$ cat src/rtl/core_dbg_pkg.sv
package core_dbg_pkg;
   typedef enum logic [2:0] {
      ST_IDLE    = 3'd0,
      ST_LOAD    = 3'd1,
      ST_JUMP    = 3'd2,
      ST_ENTER   = 3'd3,
      ST_HANDLER = 3'd4,
      ST_RUN     = 3'd5
   } seq_state_t;

   typedef enum logic [1:0] {
      BRK_INIT  = 2'd0,
      BRK_ASYNC = 2'd1,
      BRK_BKPT  = 2'd2,
      BRK_STEP  = 2'd3
   } brk_cause_t;
endpackage

$ cat src/rtl/cls_word_loader.sv
module cls_word_loader #(
   parameter int MEM_AW     = 20,
   parameter int DATA_W     = 32,
   parameter int LOAD_WORDS = 512,
   localparam int IDX_W     = $clog2(LOAD_WORDS)
) (
   input  logic              clk,
   input  logic              rst_n,
   input  logic              start,
   input  logic [MEM_AW-1:0] base_addr,
   input  logic              active,
   input  logic              rd_gnt,
   input  logic [DATA_W-1:0] rd_data,
   output logic              rd_req,
   output logic [MEM_AW-1:0] rd_addr,
   output logic              rf_we,
   output logic [IDX_W-1:0]  rf_waddr,
   output logic [DATA_W-1:0] rf_wdata,
   output logic              done
);
   localparam int ADDR_SH = $clog2(DATA_W / 8);

   generate
      if (LOAD_WORDS < 2) begin : g_bad_words
         $error("LOAD_WORDS must be at least 2");
      end
      if ((DATA_W % 8) != 0) begin : g_bad_width
         $error("DATA_W must be a whole number of bytes");
      end
   endgenerate

   logic [IDX_W-1:0]  idx_q;
   logic [MEM_AW-1:0] base_q;

   always_ff @(posedge clk or negedge rst_n) begin
      if (!rst_n) begin
         idx_q  <= '0;
         base_q <= '0;
      end else if (start) begin
         idx_q  <= '0;
         base_q <= base_addr;
      end else if (active && rd_gnt) begin
         idx_q  <= idx_q + 1'b1;
      end
   end

   assign rd_req   = active;
   assign rd_addr  = base_q + (MEM_AW'(idx_q) << ADDR_SH);
   assign rf_we    = active && rd_gnt;
   assign rf_waddr = idx_q;
   assign rf_wdata = rd_data;
   assign done     = rf_we && (idx_q == IDX_W'(LOAD_WORDS - 1));

   // back-to-back writes land on consecutive register indices
   a_r1_seq_index: assert property (@(posedge clk) disable iff (!rst_n)
      (rf_we && $past(rf_we)) |-> (rf_waddr == IDX_W'($past(rf_waddr) + 1'b1)));
endmodule

$ cat src/rtl/cls_break_arbiter.sv
module cls_break_arbiter
   import core_dbg_pkg::*;
#(
   parameter int PC_W  = 20,
   parameter int N_CTX = 4,
   localparam int CTX_W = $clog2(N_CTX)
) (
   input  logic             clk,
   input  logic             rst_n,
   input  logic             clr,
   input  logic             cfg_accept,
   input  logic             cfg_we,
   input  logic [N_CTX-1:0] cfg_step_mask,
   input  logic             cfg_bkpt_en,
   input  logic [PC_W-1:0]  cfg_bkpt_addr,
   input  logic             armed,
   input  logic             issue_valid,
   input  logic [PC_W-1:0]  issue_pc,
   input  logic [CTX_W-1:0] issue_ctx,
   input  logic             async_req,
   output logic             take,
   output brk_cause_t       cause
);
   generate
      if (N_CTX < 2 || (N_CTX & (N_CTX - 1)) != 0) begin : g_bad_ctx
         $error("N_CTX must be a power of two of at least 2");
      end
   endgenerate

   logic [N_CTX-1:0] step_q;
   logic             bken_q;
   logic [PC_W-1:0]  bkaddr_q;
   logic [N_CTX-1:0] step_hit_v;
   logic             bk_hit;
   logic             step_hit;

   always_ff @(posedge clk or negedge rst_n) begin
      if (!rst_n) begin
         step_q   <= '0;
         bken_q   <= 1'b0;
         bkaddr_q <= '0;
      end else if (clr) begin
         step_q   <= '0;
         bken_q   <= 1'b0;
         bkaddr_q <= '0;
      end else if (cfg_accept && cfg_we) begin
         step_q   <= cfg_step_mask;
         bken_q   <= cfg_bkpt_en;
         bkaddr_q <= cfg_bkpt_addr;
      end
   end

   for (genvar k = 0; k < N_CTX; k++) begin : g_ctx
      assign step_hit_v[k] = issue_valid && step_q[k] && (issue_ctx == CTX_W'(k));
   end

   assign step_hit = |step_hit_v;
   assign bk_hit   = issue_valid && bken_q && (issue_pc == bkaddr_q);
   assign take     = armed && (async_req || bk_hit || step_hit);

   always_comb begin
      if (async_req)   cause = BRK_ASYNC;
      else if (bk_hit) cause = BRK_BKPT;
      else             cause = BRK_STEP;
   end

   // settings only change in the handler window or at launch
   a_r11_cfg_locked: assert property (@(posedge clk) disable iff (!rst_n)
      (!cfg_accept && !clr) |=> ($stable(step_q) && $stable(bken_q) && $stable(bkaddr_q)));
endmodule

$ cat src/rtl/cls_vector_calc.sv
module cls_vector_calc #(
   parameter int          MEM_AW     = 20,
   parameter int          ID_W       = 4,
   parameter logic [31:0] VEC_BASE   = 32'h400,
   parameter int          VEC_STRIDE = 4
) (
   input  logic [ID_W-1:0]   core_id,
   output logic [MEM_AW-1:0] vec_addr
);
   localparam int STRIDE_SH = $clog2(VEC_STRIDE);

   generate
      if (VEC_STRIDE < 1) begin : g_bad_stride
         $error("VEC_STRIDE must be positive");
      end
      if ((VEC_STRIDE & (VEC_STRIDE - 1)) == 0) begin : g_shift
         assign vec_addr = MEM_AW'(VEC_BASE) + (MEM_AW'(core_id) << STRIDE_SH);
      end else begin : g_mult
         assign vec_addr = MEM_AW'(VEC_BASE) + MEM_AW'(core_id) * MEM_AW'(VEC_STRIDE);
      end
   endgenerate
endmodule

$ cat src/rtl/core_launch_dbg.sv
module core_launch_dbg
   import core_dbg_pkg::*;
#(
   parameter int          CFG_W      = 8,
   parameter int          MODE_BIT   = 5,
   parameter int          MEM_AW     = 20,
   parameter int          PC_W       = 20,
   parameter int          DATA_W     = 32,
   parameter int          LOAD_WORDS = 512,
   parameter int          ID_W       = 4,
   parameter int          N_CTX      = 4,
   parameter logic [31:0] VEC_BASE   = 32'h400,
   parameter int          VEC_STRIDE = 4,
   localparam int         IDX_W      = $clog2(LOAD_WORDS),
   localparam int         CTX_W      = $clog2(N_CTX)
) (
   input  logic              clk,
   input  logic              rst_n,
   input  logic              launch_req,
   input  logic [CFG_W-1:0]  launch_op,
   input  logic [MEM_AW-1:0] launch_addr,
   input  logic [PC_W-1:0]   launch_pc,
   input  logic [ID_W-1:0]   core_id,
   output logic              rd_req,
   output logic [MEM_AW-1:0] rd_addr,
   input  logic              rd_gnt,
   input  logic [DATA_W-1:0] rd_data,
   output logic              rf_we,
   output logic [IDX_W-1:0]  rf_waddr,
   output logic [DATA_W-1:0] rf_wdata,
   output logic              busy,
   output logic              start_pc_valid,
   output logic [PC_W-1:0]   start_pc,
   input  logic              issue_valid,
   input  logic [PC_W-1:0]   issue_pc,
   input  logic [CTX_W-1:0]  issue_ctx,
   input  logic              async_req,
   input  logic              cfg_we,
   input  logic [N_CTX-1:0]  cfg_step_mask,
   input  logic              cfg_bkpt_en,
   input  logic [PC_W-1:0]   cfg_bkpt_addr,
   input  logic              dbg_ret,
   output logic              vec_req,
   output logic [MEM_AW-1:0] vec_addr,
   output logic [1:0]        brk_cause,
   output logic              dbg_active,
   output logic              run
);
   generate
      if (MODE_BIT >= CFG_W) begin : g_bad_mode
         $error("MODE_BIT must lie inside the launch operand");
      end
   endgenerate

   seq_state_t state_q, state_d;
   brk_cause_t cause_q;
   brk_cause_t arb_cause;
   logic [PC_W-1:0] target_q;
   logic launch_ok, direct_mode, load_done, brk_take;

   assign launch_ok   = (state_q == ST_IDLE) && launch_req;
   assign direct_mode = launch_op[MODE_BIT];

   cls_word_loader #(
      .MEM_AW(MEM_AW), .DATA_W(DATA_W), .LOAD_WORDS(LOAD_WORDS)
   ) u_loader (
      .clk(clk), .rst_n(rst_n),
      .start(launch_ok && !direct_mode), .base_addr(launch_addr),
      .active(state_q == ST_LOAD), .rd_gnt(rd_gnt), .rd_data(rd_data),
      .rd_req(rd_req), .rd_addr(rd_addr), .rf_we(rf_we),
      .rf_waddr(rf_waddr), .rf_wdata(rf_wdata), .done(load_done)
   );

   cls_break_arbiter #(.PC_W(PC_W), .N_CTX(N_CTX)) u_arbiter (
      .clk(clk), .rst_n(rst_n), .clr(launch_ok),
      .cfg_accept(state_q == ST_HANDLER), .cfg_we(cfg_we),
      .cfg_step_mask(cfg_step_mask), .cfg_bkpt_en(cfg_bkpt_en),
      .cfg_bkpt_addr(cfg_bkpt_addr), .armed(state_q == ST_RUN),
      .issue_valid(issue_valid), .issue_pc(issue_pc), .issue_ctx(issue_ctx),
      .async_req(async_req), .take(brk_take), .cause(arb_cause)
   );

   cls_vector_calc #(
      .MEM_AW(MEM_AW), .ID_W(ID_W), .VEC_BASE(VEC_BASE), .VEC_STRIDE(VEC_STRIDE)
   ) u_vector (
      .core_id(core_id), .vec_addr(vec_addr)
   );

   always_comb begin
      state_d = state_q;
      unique case (state_q)
         ST_IDLE:    if (launch_req) state_d = direct_mode ? ST_JUMP : ST_LOAD;
         ST_LOAD:    if (load_done) state_d = ST_JUMP;
         ST_JUMP:    state_d = ST_ENTER;
         ST_ENTER:   state_d = ST_HANDLER;
         ST_HANDLER: if (dbg_ret) state_d = ST_RUN;
         ST_RUN:     if (brk_take) state_d = ST_ENTER;
         default:    state_d = ST_IDLE;
      endcase
   end

   always_ff @(posedge clk or negedge rst_n) begin
      if (!rst_n) begin
         state_q  <= ST_IDLE;
         cause_q  <= BRK_INIT;
         target_q <= '0;
      end else begin
         state_q <= state_d;
         if (launch_ok) target_q <= direct_mode ? launch_pc : '0;
         if (state_q == ST_JUMP) cause_q <= BRK_INIT;
         else if (state_q == ST_RUN && brk_take) cause_q <= arb_cause;
      end
   end

   assign busy           = (state_q == ST_LOAD) || (state_q == ST_JUMP);
   assign start_pc_valid = (state_q == ST_JUMP);
   assign start_pc       = target_q;
   assign vec_req        = (state_q == ST_ENTER);
   assign dbg_active     = (state_q == ST_ENTER) || (state_q == ST_HANDLER);
   assign run            = (state_q == ST_RUN);
   assign brk_cause      = cause_q;

   // the jump is always followed by the initial break
   a_r4_initial_break: assert property (@(posedge clk) disable iff (!rst_n)
      start_pc_valid |=> (vec_req && brk_cause == 2'd0));
   // busy only ends right after a jump issue
   a_r3_busy_end: assert property (@(posedge clk) disable iff (!rst_n)
      $fell(busy) |-> $past(start_pc_valid));
   // no debug entry directly after a handler cycle
   a_r10_masked: assert property (@(posedge clk) disable iff (!rst_n)
      dbg_active |=> !vec_req);
   // an async request while running wins the entry
   a_r9_async_first: assert property (@(posedge clk) disable iff (!rst_n)
      (run && async_req) |=> (vec_req && brk_cause == 2'd1));
   // vector address tracks the core number
   a_r5_vec_addr: assert property (@(posedge clk) disable iff (!rst_n)
      vec_req |-> (vec_addr == MEM_AW'(VEC_BASE) + MEM_AW'(core_id) * MEM_AW'(VEC_STRIDE)));
endmodule

$ cat config.mk
export PLATFORM = sky130hd
export DESIGN_NAME = core_launch_dbg
export DESIGN_NICKNAME = d
export VERILOG_FILES = /design/src/rtl/core_dbg_pkg.sv /design/src/rtl/cls_word_loader.sv /design/src/rtl/cls_break_arbiter.sv /design/src/rtl/cls_vector_calc.sv /design/src/rtl/core_launch_dbg.sv
export SDC_FILE = /design/constraint.sdc
export NUM_CORES = 1
export LEC_CHECK = 0
export CORE_MARGIN = 2
export CORE_UTILIZATION = 35
export CTS_CLUSTER_DIAMETER = 150
export CTS_CLUSTER_SIZE = 10
export DETAILED_ROUTE_END_ITERATION = 10
export DONT_BUFFER_PORTS = 1
export PLACE_DENSITY_LB_ADDON = 0.08
export SLEW_MARGIN = 20
export SYNTH_ARGS = -nofsm -noshare
export SYNTH_HDL_FRONTEND = slang
export SYNTH_SLANG_ARGS = --single-unit
$ cat constraint.sdc
create_clock -name clk -period 2.5 [get_ports clk]
set_input_delay 0.375 -clock clk [delete_from_list [all_inputs] [get_ports clk]]
set_output_delay 0.375 -clock clk [all_outputs]
set_load 0.01 [all_outputs]
==> flow_summary.yaml <==
final_layout:
  n_fill_cell: 1206
  antenna_cells: 0
  area_delta_synth_final_pct: 14.9
  fin_nets: 576
  ff_latch_area_um2: 1980
  multiInputGateArea_um2: 2250
  final_cell_count_no_fill: 598
  final_area_um2: 5060
  layout-drive-gt1-share: 0.267
  layout_common_cells: "78 x dfrtp_1, 55 x nand2_1, 30 x buf_4"
  final_common_cell: "dfrtp_1"
sta:
  max_clock_freq_mhz: 363
  finalSetupViolations: 6
  hold_viol: 0
  maxSlewViolCount: 0
  period_minus_slack_ns: 2.75
  fin_crit_sh: 1.10
  hold_ws_ns: 0.158
  worst_slack_ns: -0.254
  rsz0062_at_grt: "true"
  skew_ns: 0.00473
synth:
  synth-seq-cells: 79
  synthArstFlopShare: 1.00
  ys_top_cells_by_area: "dfrtp_1 45%, buf_4 9.2%, xnor2_1 5.4%, a22o_1 5.0%, mux2_2 4.9%"
  yosys.area.top_type_share: 0.449
  synth_edf_count: 0
  syn_area_per_cell_um2: 10.1
  syn_area_um2: 4400
  synthFlopType: "dfrtp_1"
  synth_cell_types: 49
  syn_inst: 437
  synth_top_area_cell: "dfrtp_1"
  ys_seq_area_frac: 0.449
  ys_warn_count: 0
power:
  power_density_nw_per_um2: 1200
  peakVddDrop_v: 0.000395
  p_leak_nw: 2.23
routing:
  wl_um: 10100
  drc: 0
  vias: 2951
  post_drt_wl_per_cell_um: 16.8
  postRouteAntennaNets: 0
  dr.pass1.iters: 4
  vias_per_cell: 4.93
  drt_iter0_drc: 111
floorplanning:
  rows: 40
  coreArea_um2: 12200
  io_pins: 249
  die-area_um2: 13500
  initial_core_util: 0.362
  die_w_um: 116
  dieHeight_um: 116
placed_design:
  place_area_um2: 4390
  portBuffers: 0
  placed_cells: 572
  gp_congestion: 0.826
  dp.final_hpwl_um: 7240
setup_path:
  r2r_setup_slack_ns: 0.55
  start_kind: "register"
  arrival_ns: 2.38
  critical_path_class: "reg2out"
  crit_buf_inv: 2
  worst-r2r-cell-count: 5
  cp_cell_sequence: "ha_4 -> inv_2 -> fa_2 -> nor2b_4 -> o31ai_4 -> a2111oi_4 -> buf_4 -> o2111ai_2 -> xnor2_2"
  rr_endpoint: "u_loader.rf_waddr[7]$_DFFE_PN0P_"
  worstReg2RegStart: "state_q[1]$_DFFE_PN0P_"
  cp_slowest_stage_delay_ns: 0.39
  cp_top_family: "compound AO/OA/AOI/OAI gates"
  cp-end-kind: "output port"
  worst_ep_required_time_ns: 2.12
  slowest_stage: "dfrtp_2"
  path_max_fanout: 4
hold_path:
  hold_depth: 2
  min_to: "u_loader.base_q[3]$_DFFE_PN0P_"
  hold_class: "in2reg"
  hp-start: "launch_addr[3]"
clock_network:
  clockBufferDepth: 2
  cts.htree.levels: 3
  cts_root_buf: "clkbuf_16"
  cts_tree: "yes"
  cts.clk_slew.worst_paths_ns: 0.06
  cts-buffers-inserted: 9
  clk_latency_ns: 0.33
  clock-sinks: 79
grt:
  track_usage: 0.151
  antenna_found_initial: 1
  grt-ovfl-total: 0
  grt_pass1_wl_um: 15700
  grt_max_degree: 80
  grt_pass1_vias: 2989
outcome:
  violations: "negative setup slack"
  status: "finished, violations left"
run:
  drv_cap: 0
## Yosys cell counts (2+ instances only)
master / count
ha_1: 11
nand3_1: 4
nand2b_1: 2
and3_1: 3
o21ai_0: 27
buf_6: 2
inv_1: 13
nand2_1: 56
nand4_1: 6
buf_2: 3
xor2_1: 15
conb_1: 2
dfrtp_1: 79
a21o_1: 2
mux2_2: 19
nor2b_1: 3
nor4_1: 3
nor3b_1: 3
nor3_1: 5
a21oi_1: 14
clkbuf_1: 12
or2_2: 2
a211oi_1: 2
nor2_1: 19
xnor2_1: 27
a22o_1: 25
o211ai_1: 2
o31ai_1: 2
buf_4: 54
## routing by layer
layer | routed length (um) | global-route usage | vias up
met5 | 13 | 0 | -
met3 | 1070 | 0.0669 | 25
met2 | 4650 | 0.239 | 133
li1 | - | - | 1396
met1 | 4120 | 0.181 | 1395
met4 | 216 | 0.0563 | 2
## kinds of logic after synthesis
| family | after synthesis | synth area share |
|---|---|---|
| AO/OA/AOI/OAI | 85 | 0.134 |
| XOR/XNOR | 42 | 0.0835 |
| adder cells (fa/ha/maj) | 12 | 0.0358 |
| buffers and inverters | 85 | 0.123 |
| flip-flops | 79 | 0.449 |
| multiplexers | 20 | 0.0537 |
| other | 2 | 0.00171 |
| AND/OR/NAND/NOR | 112 | 0.119 |
## power breakdown
part,switching [mW],leakage (nW),total (mW),internal [mW]
combinational,1.20,1.07,2.41,1.22
sequential,0.603,1.03,2.45,1.85
clock,0.551,0.132,1.22,0.674
## registers in the layout, indices dropped and copies added (netlist names)
| register | cells |
|---|---|
| u_loader.rf_waddr | 9 |
| brk_cause | 2 |
| u_arbiter.bken_q | 1 |
| u_arbiter.step_q | 4 |
| start_pc | 20 |
| u_arbiter.bkaddr_q | 20 |
| u_loader.base_q | 20 |
| state_q | 3 |
## repair_timing
action,CTS,global route
setup endpoints to repair,13,13
endpoints found under the hold margin,79,0
pin swaps,7,10
gates resized for setup,18,35
hold buffers,2,0
setup buffers,5,3
## per-stage QoR
stage / utilization / setup TNS [ns] / power [mW] / setup WS, ns
2_1_floorplan: - / 0 / 3.96 / 0.0233
3_3_place_gp: 0.361 / -0.230 / 4.36 / -0.0928
3_5_place_dp: 0.361 / -0.265 / 4.41 / -0.0896
4_1_cts: 0.398 / -1.00 / 5.88 / -0.288
5_1_grt: 0.416 / -1.61 / 6.55 / -0.352
6_report: 0.416 / -0.877 / 6.09 / -0.254
## worst max-delay path by stage
stage | depth (start not counted) | from | to
final | 9 | u_loader.rf_waddr[0]$_DFFE_PN0P_ | rd_addr[14]
after global routing | 9 | u_loader.rf_waddr[0]$_DFFE_PN0P_ | rd_addr[14]
after CTS | 9 | u_loader.rf_waddr[0]$_DFFE_PN0P_ | rd_addr[14]
after detailed placement | 9 | u_loader.rf_waddr[0]$_DFFE_PN0P_ | rd_addr[14]
after global placement | 9 | u_loader.rf_waddr[0]$_DFFE_PN0P_ | rd_addr[14]
after floorplan | 8 | u_loader.rf_waddr[0]$_DFFE_PN0P_ | rd_addr[14]
## cell type report
cell class	instances	share of cell area
clock inverters	7	0.00939
inverters	13	0.00964
repair buffers	35	0.0603
clock buffers	9	0.0445
multi-input cells	287	0.444
well taps	168	0.0415
flip-flops and latches	79	0.391
Note: power is estimated with default switching activity, not from simulation.
